### src/rtl/sid_pkg.sv
package sid_pkg;

    localparam logic [7:0] CMD_READ = 8'h88;
    localparam logic [7:0] CMD_PROG = 8'hA5;
    localparam logic [7:0] CMD_LOCK = 8'h85;

    typedef enum logic [2:0] {
        ST_CMD,
        ST_RD_ADDR,
        ST_RD_DUMMY,
        ST_RD_DATA,
        ST_PG_ADDR,
        ST_PG_DATA,
        ST_LK_WAIT,
        ST_SKIP
    } frame_st_e;

    typedef enum logic {
        OP_PROG,
        OP_LOCK
    } op_e;

    typedef struct packed {
        logic       we;
        logic       clr;
        logic [7:0] data;
    } stage_t;

endpackage

### src/rtl/sid_frame_dec.sv
module sid_frame_dec
    import sid_pkg::*;
#(
    parameter int ADDR_W = 5,
    parameter int FACT_N = 8
) (
    input  logic              clk,
    input  logic              rst,
    input  logic              cs_end,
    input  logic              byte_vld,
    input  logic [7:0]        byte_data,
    input  logic              nib_vld,
    input  logic              rd_req,
    input  logic              wel,
    input  logic              busy,
    input  logic              locked,
    output logic              start_go,
    output op_e               start_op,
    output stage_t            stage,
    output logic [ADDR_W:0]   stage_ptr,
    output logic              rd_fire,
    output logic [ADDR_W:0]   rd_ptr
);
    localparam int PW = ADDR_W + 1;
    localparam int TOTAL = 1 << ADDR_W;
    localparam logic [8:0] TOTAL_B = 9'(TOTAL);
    localparam logic [8:0] FACT_B = 9'(FACT_N);
    localparam logic [PW-1:0] PTR_END = PW'(TOTAL);

    frame_st_e st_q, st_d;
    logic [PW-1:0] ptr_q, ptr_d;
    logic ok_q, ok_d, any_q, any_d, tail_q, tail_d;
    logic addr_in_map, addr_in_user, ptr_at_end;

    assign addr_in_map  = {1'b0, byte_data} < TOTAL_B;
    assign addr_in_user = addr_in_map && ({1'b0, byte_data} >= FACT_B);
    assign ptr_at_end   = (ptr_q == PTR_END);

    always_comb begin
        st_d       = st_q;
        ptr_d      = ptr_q;
        ok_d       = ok_q;
        any_d      = any_q;
        tail_d     = tail_q;
        start_go   = 1'b0;
        start_op   = OP_PROG;
        stage.we   = 1'b0;
        stage.clr  = 1'b0;
        stage.data = byte_data;
        rd_fire    = 1'b0;
        if (cs_end) begin
            st_d   = ST_CMD;
            tail_d = 1'b0;
            if (st_q == ST_PG_DATA && ok_q && any_q && wel && !locked) begin
                start_go = 1'b1;
            end
            if (st_q == ST_LK_WAIT && wel) begin
                start_go = 1'b1;
                start_op = OP_LOCK;
            end
        end else begin
            unique case (st_q)
                ST_CMD: begin
                    if (byte_vld) begin
                        if (busy) begin
                            st_d = ST_SKIP;
                        end else begin
                            unique case (byte_data)
                                CMD_READ: st_d = ST_RD_ADDR;
                                CMD_PROG: st_d = ST_PG_ADDR;
                                CMD_LOCK: st_d = ST_LK_WAIT;
                                default:  st_d = ST_SKIP;
                            endcase
                        end
                    end
                end
                ST_RD_ADDR: begin
                    if (byte_vld) begin
                        ptr_d = addr_in_map ? PW'(byte_data) : PTR_END;
                        st_d  = ST_RD_DUMMY;
                    end
                end
                ST_RD_DUMMY: begin
                    if (byte_vld) st_d = ST_RD_DATA;
                end
                ST_RD_DATA: begin
                    if (rd_req) begin
                        rd_fire = 1'b1;
                        if (!ptr_at_end) ptr_d = ptr_q + PW'(1);
                    end
                end
                ST_PG_ADDR: begin
                    if (byte_vld) begin
                        ok_d      = addr_in_user;
                        any_d     = 1'b0;
                        ptr_d     = addr_in_user ? PW'(byte_data) : PTR_END;
                        stage.clr = 1'b1;
                        st_d      = ST_PG_DATA;
                    end
                end
                ST_PG_DATA: begin
                    if (nib_vld) tail_d = 1'b1;
                    if (byte_vld && ok_q && !ptr_at_end && !tail_q) begin
                        stage.we = 1'b1;
                        any_d    = 1'b1;
                        ptr_d    = ptr_q + PW'(1);
                    end
                end
                ST_LK_WAIT: begin
                    if (byte_vld) st_d = ST_SKIP;
                end
                default: ;
            endcase
        end
    end

    always_ff @(posedge clk) begin
        if (rst) begin
            st_q   <= ST_CMD;
            ptr_q  <= '0;
            ok_q   <= 1'b0;
            any_q  <= 1'b0;
            tail_q <= 1'b0;
        end else begin
            st_q   <= st_d;
            ptr_q  <= ptr_d;
            ok_q   <= ok_d;
            any_q  <= any_d;
            tail_q <= tail_d;
        end
    end

    assign stage_ptr = ptr_q;
    assign rd_ptr    = ptr_q;

    // staged writes never land past the last address
    a_r8_no_stage_past_end: assert property (@(posedge clk) disable iff (rst)
        stage.we |-> (stage_ptr < PTR_END));

endmodule

### src/rtl/sid_busy_timer.sv
module sid_busy_timer
    import sid_pkg::*;
#(
    parameter int PROG_CYCLES = 1000
) (
    input  logic clk,
    input  logic rst,
    input  logic start,
    input  op_e  start_op,
    output logic busy,
    output logic done,
    output op_e  op
);
    localparam int CW = $clog2(PROG_CYCLES + 1);

    logic [CW-1:0] cnt_q;

    always_ff @(posedge clk) begin
        if (rst) begin
            busy  <= 1'b0;
            cnt_q <= '0;
            op    <= OP_PROG;
        end else if (start) begin
            busy  <= 1'b1;
            cnt_q <= CW'(PROG_CYCLES - 1);
            op    <= start_op;
        end else if (busy) begin
            if (cnt_q == '0) busy <= 1'b0;
            else cnt_q <= cnt_q - CW'(1);
        end
    end

    assign done = busy && (cnt_q == '0);

    // a running operation never restarts
    a_r5_no_restart: assert property (@(posedge clk) disable iff (rst)
        busy |-> !start);

endmodule

### src/rtl/sid_store.sv
module sid_store
    import sid_pkg::*;
#(
    parameter int          ADDR_W     = 5,
    parameter int          FACT_N     = 8,
    parameter logic [63:0] FACTORY_ID = 64'h0706050403020100
) (
    input  logic            clk,
    input  logic            rst,
    input  stage_t          stage,
    input  logic [ADDR_W:0] stage_ptr,
    input  logic            commit,
    input  op_e             commit_op,
    input  logic            rd_fire,
    input  logic [ADDR_W:0] rd_ptr,
    output logic            locked,
    output logic            rd_vld,
    output logic [7:0]      rd_data
);
    localparam int PW = ADDR_W + 1;
    localparam int TOTAL = 1 << ADDR_W;
    localparam int USER_N = TOTAL - FACT_N;
    localparam logic [PW-1:0] PTR_END = PW'(TOTAL);

    logic [USER_N*8-1:0] user_flat;
    logic [TOTAL*8-1:0]  all_flat;
    logic [7:0]          rd_byte;

    for (genvar g = 0; g < USER_N; g++) begin : g_cell
        logic [7:0] cell_q, pend_q;
        logic       mask_q;

        always_ff @(posedge clk) begin
            if (rst) begin
                cell_q <= 8'hFF;
                pend_q <= 8'h00;
                mask_q <= 1'b0;
            end else begin
                if (stage.clr) begin
                    mask_q <= 1'b0;
                end else if (stage.we && stage_ptr == PW'(g + FACT_N)) begin
                    pend_q <= stage.data;
                    mask_q <= 1'b1;
                end
                if (commit && commit_op == OP_PROG && mask_q) cell_q <= pend_q;
            end
        end

        assign user_flat[g*8 +: 8] = cell_q;
    end

    always_ff @(posedge clk) begin
        if (rst) locked <= 1'b0;
        else if (commit && commit_op == OP_LOCK) locked <= 1'b1;
    end

    assign all_flat = {user_flat, FACTORY_ID[FACT_N*8-1:0]};
    assign rd_byte  = (rd_ptr == PTR_END) ? 8'h00
                    : all_flat[{rd_ptr[ADDR_W-1:0], 3'b000} +: 8];

    always_ff @(posedge clk) begin
        if (rst) begin
            rd_vld  <= 1'b0;
            rd_data <= 8'h00;
        end else begin
            rd_vld  <= rd_fire;
            if (rd_fire) rd_data <= rd_byte;
        end
    end

    // user contents move only at the end of a timed program
    a_r5_commit_only: assert property (@(posedge clk) disable iff (rst)
        !commit |=> $stable(user_flat));
    // once locked, the user area is frozen
    a_r10_frozen: assert property (@(posedge clk) disable iff (rst)
        locked |=> $stable(user_flat));
    // a request at the end pointer yields zero
    a_r3_zero_fill: assert property (@(posedge clk) disable iff (rst)
        (rd_fire && rd_ptr == PTR_END) |=> (rd_vld && rd_data == 8'h00));

endmodule

### src/rtl/sid_bank.sv
module sid_bank
    import sid_pkg::*;
#(
    parameter int          ADDR_W      = 5,
    parameter int          FACT_N      = 8,
    parameter int          PROG_CYCLES = 1000,
    parameter logic [63:0] FACTORY_ID  = 64'h0706050403020100
) (
    input  logic       clk,
    input  logic       rst,
    input  logic       cs_end,
    input  logic       byte_vld,
    input  logic [7:0] byte_data,
    input  logic       nib_vld,
    input  logic       rd_req,
    input  logic       wel,
    output logic       rd_vld,
    output logic [7:0] rd_data,
    output logic       busy,
    output logic       wel_clr
);
    stage_t          stage;
    logic [ADDR_W:0] stage_ptr, rd_ptr;
    logic            start_go, rd_fire, done, locked;
    op_e             start_op, run_op;

    sid_frame_dec #(.ADDR_W(ADDR_W), .FACT_N(FACT_N)) dec_i (
        .clk(clk), .rst(rst), .cs_end(cs_end), .byte_vld(byte_vld),
        .byte_data(byte_data), .nib_vld(nib_vld), .rd_req(rd_req), .wel(wel),
        .busy(busy), .locked(locked), .start_go(start_go), .start_op(start_op),
        .stage(stage), .stage_ptr(stage_ptr), .rd_fire(rd_fire), .rd_ptr(rd_ptr)
    );

    sid_busy_timer #(.PROG_CYCLES(PROG_CYCLES)) tmr_i (
        .clk(clk), .rst(rst), .start(start_go), .start_op(start_op),
        .busy(busy), .done(done), .op(run_op)
    );

    sid_store #(.ADDR_W(ADDR_W), .FACT_N(FACT_N), .FACTORY_ID(FACTORY_ID)) mem_i (
        .clk(clk), .rst(rst), .stage(stage), .stage_ptr(stage_ptr),
        .commit(done), .commit_op(run_op), .rd_fire(rd_fire), .rd_ptr(rd_ptr),
        .locked(locked), .rd_vld(rd_vld), .rd_data(rd_data)
    );

    assign wel_clr = done;

    // nothing starts while an operation runs
    a_r11_no_start_busy: assert property (@(posedge clk) disable iff (rst)
        busy |-> !start_go);
    // busy falls only right after the clear request
    a_r12_clr_before_fall: assert property (@(posedge clk) disable iff (rst)
        $fell(busy) |-> $past(wel_clr));
    // the clear request only appears while busy
    a_r12_clr_in_busy: assert property (@(posedge clk) disable iff (rst)
        wel_clr |-> busy);

endmodule

### config.mk
export PLATFORM = sky130hd
export DESIGN_NAME = sid_bank
export DESIGN_NICKNAME = d
export VERILOG_FILES = /design/src/rtl/sid_pkg.sv /design/src/rtl/sid_frame_dec.sv /design/src/rtl/sid_busy_timer.sv /design/src/rtl/sid_store.sv /design/src/rtl/sid_bank.sv
export SDC_FILE = /design/constraint.sdc
export NUM_CORES = 1
export LEC_CHECK = 0
export BUFFER_PORTS_ARGS = -buffer_cell sky130_fd_sc_hd__buf_2
export CAP_MARGIN = 15
export CORE_MARGIN = 2
export CORE_UTILIZATION = 50
export CTS_CLUSTER_DIAMETER = 30
export DETAILED_ROUTE_END_ITERATION = 10
export PLACE_DENSITY = 0.71
export RECOVER_POWER = 50
export SYNTH_ARGS = -nofsm -noshare
export SYNTH_HDL_FRONTEND = slang
export SYNTH_HIERARCHICAL = 1
export SYNTH_SLANG_ARGS = --single-unit
### constraint.sdc
create_clock -name clk -period 2.55 [get_ports clk]
set_input_delay 0.51 -clock clk [delete_from_list [all_inputs] [get_ports clk]]
set_output_delay 0.51 -clock clk [all_outputs]
set_load 0.01 [all_outputs]
# --- Yosys cells after proc, flatten, opt, wreduce, memory -nomap -nowiden ---
# Index checks and enable logic that the tools add are counted.
totals:
  register_bits: 442
  in_bits: 15
  out_inout_bits: 11
  elab_cells: 278
op_classes:
  n_addsub: 2
  order_cmp: 2
  eq_ne: 43
  shifts: 1
  n_mux: 39
  n_bitwise: 4
  reduce_logical: 103
op_table:
  columns: ["op", "count"]
  rows:
  - ["$shiftx 256x9->8", 1]
  - ["$eq 6x5->1 const B", 16]
  - ["$logic_and 1x1->1", 60]
  - ["$reduce_and 2->1", 27]
  - ["$eq 6x4->1 const B", 8]
  - ["$mux 6", 7]
  - ["$mux 10", 3]
  - ["$eq 8x8->1 const B", 3]
  - ["$pmux 6 s4", 1]
  - ["$mux 3", 6]
  - ["$ne 2x2->1 const B", 9]
  - ["$mux 1", 17]
  - ["$pmux 3 s5", 1]
  - ["$logic_not 10->1", 1]
  - ["$sub 10x1->10 const B", 1]
  - ["$eq 3x3->1 const B", 3]
  - ["$pmux 3 s3", 1]
  - ["$ge 8x4->1 const B", 1]
  - ["$lt 8x6->1 const B", 1]
  - ["$mux 8", 1]
  - ["$reduce_and 7->1", 1]
  - ["$add 6x1->6 const B", 1]
  - ["$eq 3x2->1 const B", 2]
  - ["$eq 6x6->1 const B", 1]
  - ["other kinds (13)", 21]

# --- Longest topological paths before layout ---
# Gate-level depths: netlist (run 1).
logic_depth:
  word_depth: 10
  depth_mapped: 11
  mapped_depth_nobuf: 9

# --- Cells and area by module ---
# Netlist (run 1), hierarchy kept.
modules_own_cells:
  columns: ["module", "instances", "cells_per_inst", "area_per_inst_um2", "seq_area_each_um2"]
  rows:
  - ["sid_store", 1, 1691, 17143.9, 8368.0]
  - ["sid_frame_dec", 1, 117, 991.0, 240.2]
  - ["sid_busy_timer", 1, 79, 679.4, 240.2]

# --- Least setup slack after synthesis (run 1) ---
# No wires, ideal clock.
synth_path:
  path_type: "register to register"
  from: "register tmr_i.cnt_q[4]"
  to: "register mem_i.g_cell[0].cell_q[0]"
  setup_time_ns: 0.120
  arrival_ns: 2.717
  t_required_ns: 2.430
  slack_ns: -0.286
  path_stages_with_launch: 10
  path_buffers: 4
  synth_period_minus_slack_ns: 2.836
  path_cell_list: "dfxtp_1 -> or4_1 -> buf_2 -> nor3_1 -> nor2b_1 -> buf_2 -> clkbuf_1 -> clkbuf_1 -> nand2_1 -> a211o_1"
synth_between:
  elab_chain_len: 4
synth_rtl:
  columns: ["item", "line_no", "rtl"]
  rows:
  - ["start: declaration", "sid_busy_timer.sv:16", "logic [CW-1:0] cnt_q;"]
  - ["start signal: assignment", "sid_busy_timer.sv:25", "cnt_q <= CW'(PROG_CYCLES - 1);"]
  - ["start signal: assignment", "sid_busy_timer.sv:29", "else cnt_q <= cnt_q - CW'(1);"]
  - ["$logic_not 10->1", "sid_busy_timer.sv:33", "assign done = busy && (cnt_q == '0);"]
  - ["$logic_and 1x1->1", "sid_busy_timer.sv:33", null]
  - ["net wel_clr", "sid_bank.sv:20", "output logic wel_clr"]
  - ["$logic_and 1x1->1 (2 in series)", "sid_store.sv:45", "if (commit && commit_op == OP_PROG && mask_q) cell_q <= pend_q;"]
  - ["end signal: assignment", "sid_store.sv:45", null]
  - ["end: declaration", "sid_store.sv:30", "logic [7:0] cell_q, pend_q;"]
# The timed path passes the listed nets, and every way through them passes these cells.
# A chain may end at the register's enable or synchronous reset.

==> results of run 1 <==
[routing by layer]
layer / routed length [microns] / track usage / vias to the layer above
li1: - / - / 7079
met1: 22900 / 0.352 / 7537
met2: 24700 / 0.441 / 489
met3: 3630 / 0.0542 / 112
met4: 1480 / 0.110 / 0
met5: 0 / 0 / -
[layout by cell type, fill, tap and decap left out, types with 7 or more instances in the layout]
cell        count
dfxtp_1       440
mux2i_1       221
and3_1        194
a211o_1       192
nor2_1        191
nand2_1       102
clkbuf_16     100
a21oi_1        90
nand3_1        74
buf_4          50
clkbuf_1       31
buf_12         27
a22oi_1        18
clkbuf_8       15
clkinv_2       15
nor3_1         15
buf_2          14
nand2b_1       13
nor2b_1        13
mux4_2         13
clkinvlp_4     11
a31oi_1        11
nor3_4         10
inv_1           8
bufinv_16       7
a21o_1          7
o31ai_1         7
[what timing repair did]
item	in CTS	in global routing
hold buffers	0	0
gates resized for setup	0	4
setup endpoints to repair	0	41
[kinds of logic (layout without fill, tap and decap cells)]
family                     after synthesis  after routing
and+or+nand+nor                        677            677
xor gates and xnor gates                 4              4
buffers and inverters                  160            298
AOI/OAI and AO/OA                      367            367
muxes                                  234            234
DFF                                    442            442
adders and majority gates                3              3
[critical path, stage by stage (launching register included)]
cell	delay, ps
dfxtp_2	350
inv_1	60
ha_1	220
a21oi_1	200
nand2_1	130
inv_1	150
or3b_1	360
buf_4	200
nor2_4	170
buf_4	290
nand3_1	110
a21oi_1	170
[power by group through the flow]
stage / registers, mW / clock network, mW / logic, mW
6_report: 6.94 / 12.2 / 0.479
3_3_place_gp: 7.07 / 0 / 0.470
3_5_place_dp: 7.07 / 0 / 0.474
2_1_floorplan: 7.07 / 0 / 0.336
4_1_cts: 6.94 / 12.4 / 0.476
5_1_grt: 6.93 / 12.7 / 0.504
[sequential cells by signal (all words and copies together) (netlist names), 3 cells and up]
register and flops:
mem_i/g_cell.cell_q 192, mem_i/g_cell.pend_q 192, mem_i/g_cell.mask_q 24, tmr_i/cnt_q 10
mem_i/rd_data 8, dec_i/rd_ptr 6, dec_i/st_q 3
[cell usage after synthesis, types with 4 or more instances]
| master | number | area [sq um] |
|---|---|---|
| a211o_1 | 192 | 1680 |
| a211oi_1 | 5 | 37.5 |
| a21o_1 | 7 | 52.6 |
| a21oi_1 | 90 | 450 |
| a22oi_1 | 18 | 135 |
| a31oi_1 | 11 | 68.8 |
| a41oi_1 | 6 | 52.6 |
| and3_1 | 194 | 1210 |
| buf_1 | 7 | 26.3 |
| buf_2 | 19 | 95.1 |
| buf_4 | 19 | 143 |
| buf_6 | 8 | 90.1 |
| clkbuf_1 | 87 | 327 |
| clkbuf_8 | 11 | 151 |
| dfxtp_1 | 442 | 8850 |
| inv_1 | 8 | 30.0 |
| mux2i_1 | 221 | 2210 |
| mux4_2 | 13 | 293 |
| nand2_1 | 102 | 383 |
| nand2b_1 | 13 | 81.3 |
| nand3_1 | 74 | 370 |
| nand3b_1 | 4 | 30.0 |
| nand4_1 | 4 | 25.0 |
| nor2_1 | 191 | 717 |
| nor2b_1 | 14 | 87.6 |
| nor3_1 | 15 | 75.1 |
| nor3_4 | 12 | 195 |
| nor4_4 | 4 | 85.1 |
| nor4b_1 | 4 | 35.0 |
| o21ai_0 | 5 | 25.0 |
| o221ai_1 | 4 | 35.0 |
| o31ai_1 | 7 | 52.6 |
| or3_1 | 5 | 31.3 |
| or4_1 | 4 | 30.0 |
[worst max path at each step]
stage / slack, ps / to
global route: -20 / mem_i/g_cell[1].pend_q[5]
CTS: 2 / wel_clr
global placement: 20 / mem_i/g_cell[7].pend_q[4]
floorplan: 30 / mem_i/g_cell[7].cell_q[0]
finish: 70 / mem_i/g_cell[1].pend_q[5]
detailed placement: -40 / mem_i/g_cell[7].pend_q[5]
[cell type report]
type,count,area share
clock inverter,46,0.0217
clock buffer,133,0.121
inverter,9,0.00147
multi-input combinational,1285,0.395
tap,511,0.0278
sequential,442,0.385
timing repair buffer,110,0.0472
==> metrics.txt, run 1 <==
largest family of logic cells by synthesized area simple AND/OR/NAND/NOR gates; Clock Pin Slew Worst Setup and Hold Paths 50 ps; fin nets 1,963; Final ANT Viol Nets 0; # fillers 2,958; Worst Hold Depth 3; sequential power share 0.353; number of synthesized flops with an enable pin 0; CP Launch Point dec_i/rd_ptr[0]; max_cap viols 0; final setup fails 0; core area 37,400 sq um; Die ar. 39,200 sq um; DR iter-0 viols 1,271; Endpoint, Worst Hold dec_i/tail_q; Avg Inst Size Synth 9.97 sq um; status finished clean; initial cell density of the core 0.503; mux contribution to synthesized area 0.133; Cells after Synth approximately 1,900; Antenna diodes 0; Static Leak 8.84 nW; fin crit period 2480 ps; WP data required 3080 ps; DR vias/cell approximately 6; post-synthesis compound-gate area fraction 0.149; cells on worst reg2reg path 11; first-pass GRT wire length around 84,000 microns; H-tree levels 3; layout cell share with drive strength beyond 1 0.156; VDD IR-drop max 556 uV; Yosys reg bits 442; Die H around 200 microns; GRT Util Overall 0.271; final wirelength 52,700 microns; Clock Skew 21.6 ps; via count between 15,000 and 20,000; crit path launch type flop; critical path class reg2reg; Top FF cell, synth dfxtp_1; Worst R2R End mem_i/g_cell[1].pend_q[5]; net switching share of the total power 0.219; Gate power share 0.024; Slew HR 0.367; Seq/Total Area, Yosys 0.470; placed inst area 19,800 sq um; CTS sink count 442; CTS Buf Count 97; Internal around 15 mW; adder-cell area share of the yosys netlist 0.00200; Final Cycle Share 0.972; fin. max-slew vios 0; switching pwr about 4.3 mW; row cnt 71; Hold Vio Cnt, Final 0; Inst Count DP 2,356; Synth Warn # 6; Crit. End Element flop; footprint of the multi-input gates 9080 sq um; Final Instance Count excl. Fillers 2,536; First-pass DRT Iterations 5; cell area after synthesis 18,800 sq um; drt drc 0; Overflow after GRT 0; Crit Path Max Fanout 18; setup bufs post-CTS 0; PortBufs 25; Place WS -36.1 ps; Hold Path Class in2reg; fin worst setup slack 70.8 ps; Sequential Area 8850 sq um; initial antenna violation count 0; reg2reg start dec_i/rd_ptr[0]; flop-to-flop setup slack 70 ps; CP Data Arrival Time roughly 3000 ps; RePlAce Congestion 0.888; Clock Path Buffers 3; asr flop ratio synth 0; distinct cell type count after synthesis 82; simple-gate share of the synthesized area 0.198; hold_sp nib_vld; Finished Core Util 0.614; syn_nets 1,905; setup tns final 0 ps; worst-margin pin slew 946 ps; Post-Synth XOR/XNOR Area 0.00186; Top Ports 26; dpl hpwl approximately 33,000 microns; later-pin clock latency in the skew report 610 ps; largest net degree at the start of global routing 132; Clock power frac 0.623; die width approximately 200 microns; via count of the first global-routing pass 15,300; Power Dens Cells 856 nW/um^2; root buffer cell clkbuf_16; WL/cell 20.8 microns; CTS tree done; WHS 213 ps; synth-to-layout area growth 22.1%; Achievable Freq 403 MHz; fin area 23,000 sq um; Overall Power 19.7 mW
Power figures use the tool's default switching activity.
==> inputs of run 2 (changes only) <==
- PLACE_DENSITY: 0.71 -> 0.68
==> run 2 against run 1 <==
Register-to-register slack about the same. Combinational power up 1%. Non-clock buffer count rose by 6. Design area down 0.42%.
==> metrics.txt, run 2 (same netlist as run 1, synthesis figures left out) <==
DRT met1 WL 23,500 microns (was 22,900 microns); Worst R2R End mem_i/g_cell[7].cell_q[2] (was mem_i/g_cell[1].pend_q[5]); top routing layer used met5 (was met4); First-pass DRT Iterations 5 (unchanged); Static Leak 8.73 nW (was 8.84 nW); CP Data Arrival Time 2960 ps (was 3010 ps); first-pass GRT wire length 82,700 microns (was 83,600 microns); root buffer cell clkbuf_16 (unchanged); crit path launch type flop (unchanged); VDD IR-drop max 471 uV (was 556 uV); Largest stage delay, worst path 580 ps (was 360 ps); Crit Path Max Fanout 64 (was 18); slowest CP cell or4_1 (was or3b_1); Overflow after GRT 0 (unchanged); layout cell share with drive strength beyond 1 0.161 (was 0.156); DR WL met3 3520 microns (was 3630 microns); routed wl met2 24,800 microns (was 24,700 microns); Clock Path Buffers 3 (unchanged); fin crit period 2490 ps (was 2480 ps); Final Cycle Share 0.976 (was 0.972); synth-to-layout area growth 21.6% (was 22.1%); Antenna diodes 0 (unchanged); critical path class reg2reg (unchanged); RePlAce Congestion 0.852 (was 0.888); PortBufs 25 (unchanged); Crit. End Element flop (unchanged); Clock Skew 19.0 ps (was 21.6 ps); max_cap viols 0 (unchanged); initial antenna violation count 1 (was 0); crit path to mem_i/g_cell[7].cell_q[2] (was mem_i/g_cell[1].pend_q[5]); Stages on worst setup path 6 (was 11); CP delay by family, top simple AND/OR/NAND/NOR gates (unchanged); fin nets 1,961 (was 1,963); most common cell after layout, fill and taps aside dfxtp_1 (unchanged); flop-to-flop setup slack 60 ps (was 70 ps); CTS sink count 442 (unchanged); core area 37,400 sq um (unchanged); fin area 22,900 sq um (was 23,000 sq um); Final Instance Count excl. Fillers 2,528 (was 2,536); status finished clean (unchanged); die width 198 microns (unchanged); largest net degree at the start of global routing 124 (was 132); placed inst area 19,800 sq um (about the same); fin. max-slew vios 0 (unchanged); H-tree levels 3 (unchanged); WP data required 3020 ps (was 3080 ps); cells along the critical path or4_1 > nor3_2 > nor2b_4 > buf_12 > nand2_1 > a211o_1 (was inv_1 > ha_1 > a21oi_1 > nand2_1 > inv_1 > or3b_1 > buf_4 > nor2_4 > buf_4 > nand3_1 > a21oi_1); Achievable Freq 402 MHz (was 403 MHz); Hold Vio Cnt, Final 0 (unchanged); Clock Pin Slew Worst Setup and Hold Paths 50 ps (about the same); Inst Count DP 2,360 (was 2,356); CTS tree done (unchanged); Die ar. 39,200 sq um (unchanged); Top Registers mem_i/g_cell.cell_q (192), mem_i/g_cell.pend_q (192), mem_i/g_cell.mask_q (24) (unchanged); most frequent cells in the layout dfxtp_1, mux2i_1, and3_1 (unchanged); Top Ports 26 (unchanged); GRT Util Overall 0.270 (was 0.271); Power Dens Cells 860 nW/um^2 (was 856 nW/um^2); Slew HR 0.375 (was 0.367); final setup fails 0 (unchanged); CTS Buf Count 89 (was 97); later-pin clock latency in the skew report 600 ps (was 610 ps); worst-margin pin slew 935 ps (was 946 ps); Final ANT Viol Nets 0 (unchanged); drt drc 0 (unchanged); CP Launch Point tmr_i/cnt_q[4] (was dec_i/rd_ptr[0]); WL/cell 21.1 microns (was 20.8 microns); RSZ-0062 raised after global routing true; DR iter-0 viols 1,177 (was 1,271); row cnt 71 (unchanged); reg2reg start tmr_i/cnt_q[4] (was dec_i/rd_ptr[0]); cells on worst reg2reg path 6 (was 11); via count 15,100 (was 15,200); Critical path buffers and inverters 1 (was 4); Hold Path Class in2reg (unchanged); DR vias/cell 5.99 (was 6.00); dpl hpwl 32,900 microns (was 32,800 microns); Die H 198 microns (unchanged); final wirelength 53,300 microns (was 52,700 microns); initial cell density of the core 0.503 (unchanged); via count of the first global-routing pass 14,900 (was 15,300)
## run 2: worst min-delay path by stage
stage / from / endpoint / slack, ps / cells after the start
final: nib_vld / dec_i/tail_q / 200 / 3
after global routing: nib_vld / dec_i/tail_q / 210 / 3
after CTS: nib_vld / dec_i/tail_q / 190 / 3
after detailed placement: mem_i/g_cell[0].pend_q[2] / mem_i/g_cell[0].pend_q[2] / 440 / 2
after global placement: mem_i/g_cell[21].cell_q[1] / mem_i/g_cell[21].cell_q[1] / 440 / 1
after floorplan: mem_i/g_cell[14].cell_q[0] / mem_i/g_cell[14].cell_q[0] / 430 / 1
## run 2: what timing repair did
item,CTS,global route
gates resized for setup,0,13
buffers inserted,0,2
endpoints found under the setup margin,0,197
hold buffers,0,0
## run 2: per-layer routing
layer,track usage,vias up
met4,0.110,2
met1,0.359,7476
met5,0,-
met3,0.0540,95
li1,-,7066
met2,0.430,499
## run 2: worst min-delay path, cell delays in order
cell and delay [ps]:
buf_2 70, a21oi_1 50, nor3_1 110
## run 2: per-stage QoR
stage	setup slack [ps]	TNS, ps	hold slack (ps)	util	total power [mW]
floorplan	33.4	0	430	-	7.40
global placement	-87.7	-1760	436	0.529	7.55
detailed placement	-101	-2390	443	0.529	7.55
CTS	27.5	0	187	0.615	19.8
global route	-50.0	-1020	211	0.612	20.2
finish	61.5	0	204	0.612	19.7
## run 2: report_power, final
part | switching (mW) | internal (mW)
clock network | 3.84 | 8.41
registers | 0.00668 | 6.93
logic | 0.361 | 0.123
## run 2: area by class of cell
class	instances	area, sq um
Clock buffer	111	2470
Clock inverter	54	747
Fill cell	3028	14500
Inverter	9	33.8
Multi-Input combinational cell	1285	9060
Sequential cell	442	8850
Tap cell	511	639
Timing Repair Buffer	116	1060
==> inputs of run 3 (changes only) <==
- CTS_BUF_LIST: unset -> sky130_fd_sc_hd__clkbuf_16
- SKIP_LAST_GASP: unset -> 1
==> run 3 against run 2 <==
Routed wire length is 0.83% lower. Via count hardly changed. Sequential share of layout area hardly changed. Largest power group unchanged. Global-route usage is 0.17 points lower. Worst hold slack better by 1.4 ps. Clock-buffer cell count is 19 lower.
==> metrics.txt, run 3 (same netlist as run 1, synthesis figures left out) <==
Largest stage delay, worst path 580 ps (about the same); final setup fails 0 (unchanged); worst-margin pin slew 929 ps (was 935 ps); Final Cycle Share 0.968 (was 0.976); first-pass GRT wire length 82,200 microns (was 82,700 microns); Hold Buf Count CTS 0 (unchanged); crit path to mem_i/g_cell[3].cell_q[5] (was mem_i/g_cell[7].cell_q[2]); CP Data Arrival Time 2940 ps (was 2960 ps); Critical path buffers and inverters 2 (was 1); row cnt 71 (unchanged); First-pass DRT Iterations 5 (unchanged); Static Leak 8.81 nW (was 8.73 nW); GRT met2 Usage 0.425 (was 0.430); Clock Pin Slew Worst Setup and Hold Paths 50 ps (about the same); final wirelength 52,900 microns (was 53,300 microns); fin. max-slew vios 0 (unchanged); Die H 198 microns (unchanged); Hold Vio Cnt, Final 0 (unchanged); critical path class reg2reg (unchanged); Antenna diodes 0 (unchanged); Worst R2R End mem_i/g_cell[3].cell_q[5] (was mem_i/g_cell[7].cell_q[2]); dpl hpwl 32,900 microns (unchanged); Hold Path Class in2reg (unchanged); via count of the first global-routing pass 14,800 (was 14,900); CTS tree done (unchanged); cells on worst reg2reg path 7 (was 6); Overall Power 19.3 mW (was 19.7 mW); layout cell share with drive strength beyond 1 0.158 (was 0.161); RSZ-0062 raised after global routing true (unchanged); via count 15,100 (about the same); die width 198 microns (unchanged); max_cap viols 0 (unchanged); H-tree levels 3 (unchanged); WL/cell 20.9 microns (was 21.1 microns); CTS sink count 442 (unchanged); drt drc 0 (unchanged); DR vias/cell 5.99 (about the same); synth-to-layout area growth 21.4% (was 21.6%); GRT Util Overall 0.268 (was 0.270); CP delay by family, top simple AND/OR/NAND/NOR gates (unchanged); Die ar. 39,200 sq um (unchanged); cells along the critical path or4_1 > nor3_2 > nor2b_4 > buf_4 > buf_12 > nand2_1 > a211o_1 (was or4_1 > nor3_2 > nor2b_4 > buf_12 > nand2_1 > a211o_1); flop-to-flop setup slack 80 ps (was 60 ps); most common cell after layout, fill and taps aside dfxtp_1 (unchanged); fin nets 1,961 (unchanged); initial antenna violation count 1 (unchanged); fin crit period 2470 ps (was 2490 ps); crit path launch type flop (unchanged); Finished Core Util 0.611 (was 0.612); Clock Skew 20.5 ps (was 19.0 ps); WP data required 3020 ps (about the same); Power Dens Cells 845 nW/um^2 (was 860 nW/um^2); fin worst setup slack 81.7 ps (was 61.5 ps); initial cell density of the core 0.503 (unchanged); Stages on worst setup path 7 (was 6); Crit. End Element flop (unchanged); Clock Path Buffers 3 (unchanged); DR iter-0 viols 1,156 (was 1,177); most frequent cells in the layout dfxtp_1, mux2i_1, and3_1 (unchanged); VDD IR-drop max 472 uV (was 471 uV); met3 GRT Util 0.0521 (was 0.0540); core area 37,400 sq um (unchanged); Place WS -101 ps (unchanged); Slew HR 0.380 (was 0.375); largest net degree at the start of global routing 124 (unchanged); slowest CP cell or4_1 (unchanged); Crit Path Max Fanout 35 (was 64); WHS 205 ps (was 204 ps); reg2reg start tmr_i/cnt_q[4] (unchanged); gr busiest metal met2 (unchanged); PortBufs 25 (unchanged); status finished clean (unchanged); CP Launch Point tmr_i/cnt_q[4] (unchanged); Top Ports 26 (unchanged); Top Registers mem_i/g_cell.cell_q (192), mem_i/g_cell.pend_q (192), mem_i/g_cell.mask_q (24) (unchanged); later-pin clock latency in the skew report 600 ps (about the same); CTS Buf Count 89 (unchanged); global-route met1 utilization 0.359 (about the same); RePlAce Congestion 0.852 (unchanged); Achievable Freq 405 MHz (was 402 MHz); Overflow after GRT 0 (unchanged); setup tns final 0 ps (unchanged); root buffer cell clkbuf_16 (unchanged); Final ANT Viol Nets 0 (unchanged)
==> run 3: cell types whose count changed in the layout (fill, tap and decap cells not counted), moves of 2 or more <==
cell	change
clkbuf_8	-10
nand2_2	+4
inv_1	+9
clkinv_1	+10
nand2_1	-4
clkbuf_4	-4
clkbuf_1	-9
buf_12	+4
nor3_2	-3
buf_4	+2
nor3_4	+3
==> run 3: power breakdown <==
group          leakage (nW)  switching (mW)  internal (mW)
Clock                  1.53            3.82           8.07
Combinational          3.71           0.360          0.123
Sequential             3.57         0.00672           6.93
==> run 3: how the worst min path moves through the flow <==
| stage | from | end | slack [ps] | cells past startpoint |
|---|---|---|---|---|
| after floorplan | mem_i/g_cell[14].cell_q[0] | mem_i/g_cell[14].cell_q[0] | 430 | 1 |
| after CTS | nib_vld | dec_i/tail_q | 190 | 3 |
| after detailed placement | mem_i/g_cell[0].pend_q[2] | mem_i/g_cell[0].pend_q[2] | 440 | 2 |
| final | nib_vld | dec_i/tail_q | 210 | 3 |
| after global routing | nib_vld | dec_i/tail_q | 210 | 3 |
| after global placement | mem_i/g_cell[21].cell_q[1] | mem_i/g_cell[21].cell_q[1] | 440 | 1 |
==> run 3: worst register-to-register path: stages, from the launching register on <==
cell	delay (ps)
dfxtp_1	300
or4_1	580
nor3_2	270
nor2b_4	230
buf_4	140
buf_12	220
nand2_1	260
a211o_1	350
==> run 3: cell type report <==
cell class | count | area, sq um
clock buffer | 92 | 2300
clock inverter | 73 | 818
fill | 3036 | 14600
inverter | 9 | 33.8
multi-input combinational | 1285 | 9090
sequential | 442 | 8850
tap | 511 | 639
timing repair buffer | 116 | 1110
==> run 3: timing repair <==
item	in CTS	in global routing
buffers inserted	0	2
setup endpoints to repair	0	198
gates resized for setup	0	17
==> run 3: metal layers <==
metal	share of wire	wire (microns)
met4	0.030	1600
met3	0.071	3740
met5	0.00025	13
met2	0.46	24500
met1	0.44	23100
==> run 3: stage by stage <==
step	area [sq um]	cells
global placement	19800	2360
global route	22800	2528
CTS	22900	2525
finish	22800	2528
floorplan	18800	1887
detailed placement	19800	2360
